### config.mk
export PLATFORM = sky130hd
export DESIGN_NAME = rtc_bcd_core
export DESIGN_NICKNAME = d
export VERILOG_FILES = /design/src/rtl/rtc_bcd_pkg.sv /design/src/rtl/rtc_update_seq.sv /design/src/rtl/rtc_time_chain.sv /design/src/rtl/rtc_alarm_cmp.sv /design/src/rtl/rtc_bcd_core.sv
export SDC_FILE = /design/constraint.sdc
export NUM_CORES = 1
export LEC_CHECK = 0
export ABC_AREA = 1
export BUFFER_PORTS_ARGS = -buffer_cell sky130_fd_sc_hd__buf_4
export CORE_ASPECT_RATIO = 1.1
export CORE_MARGIN = 2
export CORE_UTILIZATION = 65
export DETAILED_ROUTE_END_ITERATION = 7
export PLACE_DENSITY = 0.86
export SLEW_MARGIN = 25
export SYNTH_ARGS = -nofsm -noshare
export SYNTH_HDL_FRONTEND = slang
export SYNTH_SLANG_ARGS = --single-unit
### constraint.sdc
create_clock -name clk_i -period 4.51 [get_ports clk_i]
set_input_delay 0.451 -clock clk_i [delete_from_list [all_inputs] [get_ports clk_i]]
set_output_delay 0.451 -clock clk_i [all_outputs]
set_load 0.01 [all_outputs]
### src/rtl/rtc_bcd_pkg.sv
package rtc_bcd_pkg;
  localparam int REG_SEC   = 8'h00;
  localparam int REG_ASEC  = 8'h01;
  localparam int REG_MIN   = 8'h02;
  localparam int REG_AMIN  = 8'h03;
  localparam int REG_HOUR  = 8'h04;
  localparam int REG_AHOUR = 8'h05;
  localparam int REG_DOW   = 8'h06;
  localparam int REG_DATE  = 8'h07;
  localparam int REG_MON   = 8'h08;
  localparam int REG_YEAR  = 8'h09;
  localparam int REG_CA    = 8'h0A;
  localparam int REG_CB    = 8'h0B;
  localparam int REG_CC    = 8'h0C;
  localparam int REG_CD    = 8'h0D;
  localparam int REG_CENT  = 8'h32;

  typedef struct packed {
    logic [7:0] cent;
    logic [7:0] year;
    logic [7:0] mon;
    logic [7:0] date;
    logic [7:0] dow;
    logic [7:0] hour;
    logic [7:0] minute;
    logic [7:0] sec;
  } rtc_time_t;

  function automatic logic [7:0] bcd_inc(input logic [7:0] b);
    if (b[3:0] >= 4'd9) return {b[7:4] + 4'd1, 4'd0};
    return {b[7:4], b[3:0] + 4'd1};
  endfunction

  function automatic logic leap_year(input logic [7:0] y);
    if (y[4]) return (y[3:0] == 4'd2) || (y[3:0] == 4'd6);
    return (y[3:0] == 4'd0) || (y[3:0] == 4'd4) || (y[3:0] == 4'd8);
  endfunction

  function automatic logic [7:0] month_days(input logic [7:0] mo, input logic [7:0] y);
    case (mo)
      8'h02: return leap_year(y) ? 8'h29 : 8'h28;
      8'h04, 8'h06, 8'h09, 8'h11: return 8'h30;
      default: return 8'h31;
    endcase
  endfunction
endpackage

### src/rtl/rtc_update_seq.sv
module rtc_update_seq #(
  parameter int UIP_LEAD = 4
) (
  input  logic clk_i,
  input  logic rst_ni,
  input  logic tick_i,
  input  logic hold_i,
  output logic uip_o,
  output logic adv_o
);
  localparam int CNT_W = (UIP_LEAD > 1) ? $clog2(UIP_LEAD) : 1;

  logic             pending_q;
  logic [CNT_W-1:0] cnt_q;
  logic             last;

  assign last  = (cnt_q == CNT_W'(UIP_LEAD - 1));
  assign adv_o = pending_q && last && !hold_i;
  assign uip_o = pending_q;

  always_ff @(posedge clk_i or negedge rst_ni) begin
    if (!rst_ni) begin
      pending_q <= 1'b0;
      cnt_q     <= '0;
    end else if (pending_q) begin
      if (hold_i || last) pending_q <= 1'b0;
      cnt_q <= cnt_q + CNT_W'(1);
    end else if (tick_i && !hold_i) begin
      pending_q <= 1'b1;
      cnt_q     <= '0;
    end
  end

  assert_hold_blocks_R3: assert property (@(posedge clk_i) disable iff (!rst_ni)
    (hold_i && !pending_q) |=> !pending_q);
  // flag only drops through a transfer or a cancel
  assert_uip_fall_R4: assert property (@(posedge clk_i) disable iff (!rst_ni)
    $fell(pending_q) |-> ($past(adv_o) || $past(hold_i)));
  assert_tick_ignored_R10: assert property (@(posedge clk_i) disable iff (!rst_ni)
    (pending_q && !last && !hold_i) |=> pending_q);
endmodule

### src/rtl/rtc_time_chain.sv
module rtc_time_chain
  import rtc_bcd_pkg::*;
#(
  parameter int ADDR_W = 7
) (
  input  logic              clk_i,
  input  logic              rst_ni,
  input  logic              adv_i,
  input  logic              we_i,
  input  logic [ADDR_W-1:0] addr_i,
  input  logic [7:0]        wdata_i,
  output rtc_time_t         time_o,
  output logic [7:0]        nx_sec_o,
  output logic [7:0]        nx_min_o,
  output logic [7:0]        nx_hour_o
);
  rtc_time_t t_q, nx;
  logic [7:0] s, m, h, w, d, mo, y, dim;
  logic c1, c2, c3, c4, c5, c6;

  function automatic logic hit(input int a);
    return we_i && (addr_i == ADDR_W'(a));
  endfunction

  always_comb begin
    s  = t_q.sec & 8'h7F;
    m  = t_q.minute & 8'h7F;
    h  = t_q.hour & 8'h3F;
    w  = t_q.dow & 8'h07;
    d  = t_q.date & 8'h3F;
    mo = t_q.mon & 8'h1F;
    y  = t_q.year;
    dim = month_days(mo, y);
    c1 = (s == 8'h59);
    c2 = c1 && (m == 8'h59);
    c3 = c2 && (h == 8'h23);
    c4 = c3 && (d == dim);
    c5 = c4 && (mo == 8'h12);
    c6 = c5 && (y == 8'h99);
    nx.sec    = c1 ? 8'h00 : (bcd_inc(s) & 8'h7F);
    nx.minute = c1 ? ((m == 8'h59) ? 8'h00 : bcd_inc(m)) : m;
    nx.hour   = c2 ? ((h == 8'h23) ? 8'h00 : bcd_inc(h)) : h;
    nx.dow    = c3 ? ((w >= 8'h07) ? 8'h01 : w + 8'h01) : w;
    nx.date   = c3 ? ((d == dim) ? 8'h01 : bcd_inc(d)) : d;
    nx.mon    = c4 ? ((mo == 8'h12) ? 8'h01 : bcd_inc(mo)) : mo;
    nx.year   = c5 ? ((y == 8'h99) ? 8'h00 : bcd_inc(y)) : y;
    nx.cent   = c6 ? 8'h20 : t_q.cent;
  end

  always_ff @(posedge clk_i or negedge rst_ni) begin
    if (!rst_ni) begin
      t_q.sec    <= 8'h00;
      t_q.minute <= 8'h00;
      t_q.hour   <= 8'h00;
      t_q.dow    <= 8'h01;
      t_q.date   <= 8'h01;
      t_q.mon    <= 8'h01;
      t_q.year   <= 8'h00;
      t_q.cent   <= 8'h20;
    end else begin
      if (hit(REG_SEC))       t_q.sec    <= wdata_i & 8'h7F;
      else if (adv_i)         t_q.sec    <= nx.sec;
      if (hit(REG_MIN))       t_q.minute <= wdata_i;
      else if (adv_i)         t_q.minute <= nx.minute;
      if (hit(REG_HOUR))      t_q.hour   <= wdata_i;
      else if (adv_i)         t_q.hour   <= nx.hour;
      if (hit(REG_DOW))       t_q.dow    <= wdata_i;
      else if (adv_i)         t_q.dow    <= nx.dow;
      if (hit(REG_DATE))      t_q.date   <= wdata_i;
      else if (adv_i)         t_q.date   <= nx.date;
      if (hit(REG_MON))       t_q.mon    <= wdata_i;
      else if (adv_i)         t_q.mon    <= nx.mon;
      if (hit(REG_YEAR))      t_q.year   <= wdata_i;
      else if (adv_i)         t_q.year   <= nx.year;
      if (hit(REG_CENT))      t_q.cent   <= wdata_i;
      else if (adv_i)         t_q.cent   <= nx.cent;
    end
  end

  assign time_o    = t_q;
  assign nx_sec_o  = nx.sec;
  assign nx_min_o  = nx.minute;
  assign nx_hour_o = nx.hour;

  assert_sec_bit7_R8: assert property (@(posedge clk_i) disable iff (!rst_ni)
    t_q.sec[7] == 1'b0);
  assert_sec_frozen_R3: assert property (@(posedge clk_i) disable iff (!rst_ni)
    (!adv_i && !hit(REG_SEC)) |=> $stable(t_q.sec));
  assert_century_load_R7: assert property (@(posedge clk_i) disable iff (!rst_ni)
    (adv_i && c6 && !hit(REG_CENT)) |=> (t_q.cent == 8'h20));
endmodule

### src/rtl/rtc_alarm_cmp.sv
module rtc_alarm_cmp #(
  parameter int N_FIELDS = 3
) (
  input  logic [N_FIELDS*8-1:0] now_i,
  input  logic [N_FIELDS*8-1:0] alm_i,
  output logic                  match_o
);
  logic [N_FIELDS-1:0] fld_ok;

  for (genvar i = 0; i < N_FIELDS; i++) begin : g_fld
    logic [7:0] a, n;
    assign a = alm_i[i*8 +: 8];
    assign n = now_i[i*8 +: 8];
    assign fld_ok[i] = (a[7:6] == 2'b11) || (a == n);
  end

  assign match_o = &fld_ok;
endmodule

### src/rtl/rtc_bcd_core.sv
module rtc_bcd_core
  import rtc_bcd_pkg::*;
#(
  parameter int ADDR_W   = 7,
  parameter int UIP_LEAD = 4
) (
  input  logic              clk_i,
  input  logic              rst_ni,
  input  logic              tick_i,
  input  logic              we_i,
  input  logic [ADDR_W-1:0] addr_i,
  input  logic [7:0]        wdata_i,
  output logic [7:0]        rdata_o,
  output logic              uip_o,
  output logic              update_done_o,
  output logic              alarm_o
);
  localparam int N_ALM = 3;

  rtc_time_t  t;
  logic [7:0] nx_sec, nx_min, nx_hour;
  logic [7:0] alm_sec_q, alm_min_q, alm_hour_q;
  logic [6:0] ctl_a_q;
  logic [7:0] ctl_b_q, ctl_d_q;
  logic [1:0] flags_q, flag_clr, flag_set;
  logic       uip, adv, match, done_q, alarm_q;

  function automatic logic hit(input int a);
    return we_i && (addr_i == ADDR_W'(a));
  endfunction

  rtc_update_seq #(.UIP_LEAD(UIP_LEAD)) u_seq (
    .clk_i, .rst_ni, .tick_i,
    .hold_i (ctl_b_q[7]),
    .uip_o  (uip),
    .adv_o  (adv)
  );

  rtc_time_chain #(.ADDR_W(ADDR_W)) u_chain (
    .clk_i, .rst_ni,
    .adv_i     (adv),
    .we_i, .addr_i, .wdata_i,
    .time_o    (t),
    .nx_sec_o  (nx_sec),
    .nx_min_o  (nx_min),
    .nx_hour_o (nx_hour)
  );

  rtc_alarm_cmp #(.N_FIELDS(N_ALM)) u_alm (
    .now_i   ({nx_hour, nx_min, nx_sec}),
    .alm_i   ({alm_hour_q, alm_min_q, alm_sec_q}),
    .match_o (match)
  );

  assign flag_clr = hit(REG_CC) ? wdata_i[1:0] : 2'b00;
  assign flag_set = {adv, adv && match};

  always_ff @(posedge clk_i or negedge rst_ni) begin
    if (!rst_ni) begin
      alm_sec_q  <= 8'h00;
      alm_min_q  <= 8'h00;
      alm_hour_q <= 8'h00;
      ctl_a_q    <= 7'h00;
      ctl_b_q    <= 8'h00;
      ctl_d_q    <= 8'h00;
      flags_q    <= 2'b00;
      done_q     <= 1'b0;
      alarm_q    <= 1'b0;
    end else begin
      if (hit(REG_ASEC))  alm_sec_q  <= wdata_i;
      if (hit(REG_AMIN))  alm_min_q  <= wdata_i;
      if (hit(REG_AHOUR)) alm_hour_q <= wdata_i;
      if (hit(REG_CA))    ctl_a_q    <= wdata_i[6:0];
      if (hit(REG_CB))    ctl_b_q    <= wdata_i;
      if (hit(REG_CD))    ctl_d_q    <= wdata_i;
      flags_q <= (flags_q & ~flag_clr) | flag_set;
      done_q  <= adv;
      alarm_q <= adv && match;
    end
  end

  always_comb begin
    rdata_o = 8'h00;
    case (addr_i)
      ADDR_W'(REG_SEC):   rdata_o = t.sec;
      ADDR_W'(REG_ASEC):  rdata_o = alm_sec_q;
      ADDR_W'(REG_MIN):   rdata_o = t.minute;
      ADDR_W'(REG_AMIN):  rdata_o = alm_min_q;
      ADDR_W'(REG_HOUR):  rdata_o = t.hour;
      ADDR_W'(REG_AHOUR): rdata_o = alm_hour_q;
      ADDR_W'(REG_DOW):   rdata_o = t.dow;
      ADDR_W'(REG_DATE):  rdata_o = t.date;
      ADDR_W'(REG_MON):   rdata_o = t.mon;
      ADDR_W'(REG_YEAR):  rdata_o = t.year;
      ADDR_W'(REG_CA):    rdata_o = {uip, ctl_a_q};
      ADDR_W'(REG_CB):    rdata_o = ctl_b_q;
      ADDR_W'(REG_CC):    rdata_o = {6'b0, flags_q};
      ADDR_W'(REG_CD):    rdata_o = ctl_d_q;
      ADDR_W'(REG_CENT):  rdata_o = t.cent;
      default:            rdata_o = 8'h00;
    endcase
  end

  assign uip_o         = uip;
  assign update_done_o = done_q;
  assign alarm_o       = alarm_q;

  assert_done_flag_R5: assert property (@(posedge clk_i) disable iff (!rst_ni)
    update_done_o |-> flags_q[1]);
  assert_alarm_with_done_R9: assert property (@(posedge clk_i) disable iff (!rst_ni)
    alarm_o |-> (update_done_o && flags_q[0]));
  assert_done_after_uip_R4: assert property (@(posedge clk_i) disable iff (!rst_ni)
    $rose(update_done_o) |-> $fell(uip_o));
endmodule

==> reports/metrics.sh <==
RUN_STATUS='finished, final reports clean'
SYNTHTOLAYOUTAREAGROWTH_PCT=12.7
ROUTABILITYCONGESTION=0.986
WORST_EP_ARRIVAL_TIME_NS=2.28
WORST_PATH_LARGEST_CELL_DELAY_NS=0.63
CORE_SQ_UM=11400
GRT_PASS1_VIAS=7001
MAXSLEWHEADROOM_PCT=42.4
FINAL_AREA_SQ_UM=8520
POST-ROUTE-DRC-COUNT=0
YS_SEQ_ELEMENTS=117
FINAL_HOLD_VIOL_COUNT=0
SYNTH-EDFF-COUNT=0
MAX_SLEW.WORST_PIN.SLEW_NS=0.864
FINAL_WIRELENGTH_UM=23400
CTS_TREE='built'
DRTANTENNAVIOLNETS=0
IO_BUFFER_COUNT=29
PLACEMENT_ROWS=41
REG2REG_FROM='u_chain.time_o[1]'
DETAILEDROUTE.FIRSTPASSITERATIONCOUNT=6
CLOCK_LATENCY_NS=0.43
CP-START-KIND='input port'
MOST_USED_CELLS_IN_THE_LAYOUT_EXCLUDING_FILL_AND_TAP_CELLS='272 x sky130_fd_sc_hd__nand2_1, 124 x sky130_fd_sc_hd__inv_1, 113 x sky130_fd_sc_hd__dfrtp_1'
STATIC-LEAKAGE-POWER_uW=0.00411
FILL_CELLS=877
SYNTH_AREA_SQ_UM=7560
TOP_FAMILY_BY_DELAY_ON_CRITICAL_PATH='simple AND/OR/NAND/NOR gates'
TIMING_MAX_TRANSITION_VIOLATIONS_FINAL=0
CTSLONGESTPATHBUFFERS=2
POST_DRT_VIA_CELL_RATIO=6.29
PIN_COUNT=30
DESIGN.DIE.AREA_SQ_UM=12500
PRE_CTS_WS_NS=1.80
FINAL_PERIOD_UTIL_PCT=60.6
ENDPOINT_KIND='output pin'
CRIT_PATH_TOP_CELL_BY_COUNT='sky130_fd_sc_hd__buf_4'
DRT_FIRST_ITER_VIOLATIONS=928
SETUP_VIOLATIONS=0
MULTIINPUTGATEAREA_SQ_UM=3980
YOSYSSEQAREASHARE_PCT=38.8
CP_CELL_SEQUENCE='buf_4 > nor3_4 > nand2_1 > nor2_1 > inv_1 > o22ai_1 > nor4_1 > nand4_1 > buf_4'
SYNTHDISTINCTLIBCELLS=50
PERIOD_NEEDED_NS=2.73
CRITICAL_PATH_RT_NS=4.06
HPWL_UM=16300
SYNTHFLOPTYPE='sky130_fd_sc_hd__dfrtp_1'
GR-USAGE-ALL-LAYERS_PCT=39.1
FINALCLOCKSKEW_NS=0.00637
CLKSINKCOUNT=117
TIMING.FMAX_GHz=0.366
DIE-HEIGHT_UM=117
POST-ROUTE-WORST-SETUP-SLACK_NS=1.78
NETS=1082
CRITICALPATHCATEGORY='input port to output pin'
CTSHTREEMAXLEVEL=4
POST_CTS.REPAIR.SETUP_BUFFERS=0
VIAS=7503
REGAREA_SQ_UM=2930
CTS-ROOT-BUF='sky130_fd_sc_hd__clkbuf_16'
CELLPOWERDENSITY_nW_PER_UM2=428
SETUP.WORST_PATH.START='addr_i[6]'
CTS_HOLD_REPAIR.BUFFERS=0
GRT_START_MAX_NET_PINS=69
SYN-INSTANCE-COUNT=1003
PLACED_CELL_AREA_SQ_UM=7860
TIMING.REG2REG.SETUP_SLACK_NS=1.80
ROUTED_WIRE_LENGTH_PER_INSTANCE_UM=19.6
PATH_CLK_SLEW_NS=0.06
SYNTH.NET_COUNT=1056
GRT-OVFL-TOTAL=0
SETUP_TOTAL_NEGATIVE_SLACK_NS=0
WORST_IR_DROP_VDD_V=0.000289
UNREPAIRED_SETUP_ENDPOINTS_AFTER_GLOBAL_ROUTING='false'
TRITONCTS.NUM_BUFFERS=17
ANTENNA_CELLS=0
GRT_FIRST_PASS_WIRELENGTH_UM=36800
CRIT_SLOWEST_CELL='sky130_fd_sc_hd__nor3_4'
CTS.REPAIR.RESIZED=0
ASYNCSETRESETFLOPFRACSYNTH_PCT=100
SYN_AREA_PER_CELL_SQ_UM=7.54
DRV_CAP=0
YOSYS_WARNINGS=0
CP_MAX_FO=16
DIE_WIDTH_UM=107
HP-CLASS='input port to async pin'
CP.BUFFERS_INVERTERS=3
LAYOUT_COMMONEST_CELL='sky130_fd_sc_hd__nand2_1'
ANTENNA_FOUND_INITIAL=0
INITIAL_UTILIZATION_PCT=66.4
LAYOUT-DRIVE-GT1-SHARE_PCT=12.1
[sequential cells by signal (all words and copies together), names as in the netlist, 7 cells and up]
signal and cells:
u_chain.time_o 55, alm_hour_q 8, alm_min_q 8, alm_sec_q 8, ctl_b_q 8, ctl_d_q 8, u_chain.y 8, ctl_a_q 7
[synthesized netlist by cell type (11+ instances only)]
| cell type | count | area [sq um] |
|---|---|---|
| sky130_fd_sc_hd__o22ai_1 | 34 | 213 |
| sky130_fd_sc_hd__nand3_1 | 88 | 440 |
| sky130_fd_sc_hd__nand4_1 | 18 | 113 |
| sky130_fd_sc_hd__nand2_2 | 15 | 93.8 |
| sky130_fd_sc_hd__nor2_1 | 61 | 229 |
| sky130_fd_sc_hd__ha_1 | 34 | 425 |
| sky130_fd_sc_hd__dfrtp_1 | 113 | 2830 |
| sky130_fd_sc_hd__o221ai_1 | 29 | 254 |
| sky130_fd_sc_hd__inv_2 | 11 | 41.3 |
| sky130_fd_sc_hd__inv_1 | 124 | 465 |
| sky130_fd_sc_hd__a21oi_1 | 14 | 70.1 |
| sky130_fd_sc_hd__clkbuf_1 | 11 | 41.3 |
| sky130_fd_sc_hd__nand2_1 | 272 | 1020 |
| sky130_fd_sc_hd__o21ai_0 | 73 | 365 |
[worst paths after layout]
path,depth (start not counted),end
min in group clk_i,3,u_chain.time_o[42]
hold reg to reg,1,u_seq.cnt_q[0]
setup reg to reg,13,u_chain.time_o[57]
setup / recovery,9,rdata_o[1]
hold / removal,1,alm_min_q[3]
max in group asynchronous,2,u_chain.time_o[61]
[cell type report]
| cell class | instances | share of cell area [%] |
|---|---|---|
| clock buffer | 20 | 5.48 |
| sequential | 117 | 34.4 |
| inverter | 137 | 6.09 |
| multi-input combinational | 725 | 46.7 |
| clock inverter | 12 | 2.35 |
| timing repair buffer | 31 | 2.73 |
| tap | 150 | 2.20 |
[power by group]
part           leakage, uW  internal [uW]  total (uW)  switching (uW)
combinational      0.00224            261         798             536
clock             0.000318           1020        1530             512
sequential         0.00156           1180        1320             141
[per-stage QoR]
| step | utilization (%) | hold WS, ns | instances | total power, uW |
|---|---|---|---|---|
| floorplan | - | 0.155 | 1003 | 1840 |
| global placement | 69.0 | 0.467 | 1160 | 2070 |
| detailed placement | 69.0 | 0.475 | 1160 | 2090 |
| CTS | 74.8 | 0.172 | 1192 | 3620 |
| global route | 74.8 | 0.222 | 1192 | 3790 |
| finish | 74.8 | 0.148 | 1192 | 3650 |
[per-layer routing]
metal	vias to the layer above	wire length [um]	global-route usage [%]
met2	471	10600	62.0
met3	113	2380	8.97
met1	3499	9140	50.6
met4	0	1210	20.4
li1	3420	-	-
met5	-	0	0
[cell families (layout without fill, tap and decap cells)]
family,after synthesis,in the layout,share of synthesized area (%)
buffers and inverters,161,200,8.52
flip-flops,117,117,38.8
AND/OR/NAND/NOR,497,497,30.3
adder cells (fa/ha/maj),34,34,5.63
AO/OA/AOI/OAI,184,184,15.6
XOR/XNOR,10,10,1.16
No activity file was read; power rests on OpenSTA's default activity.
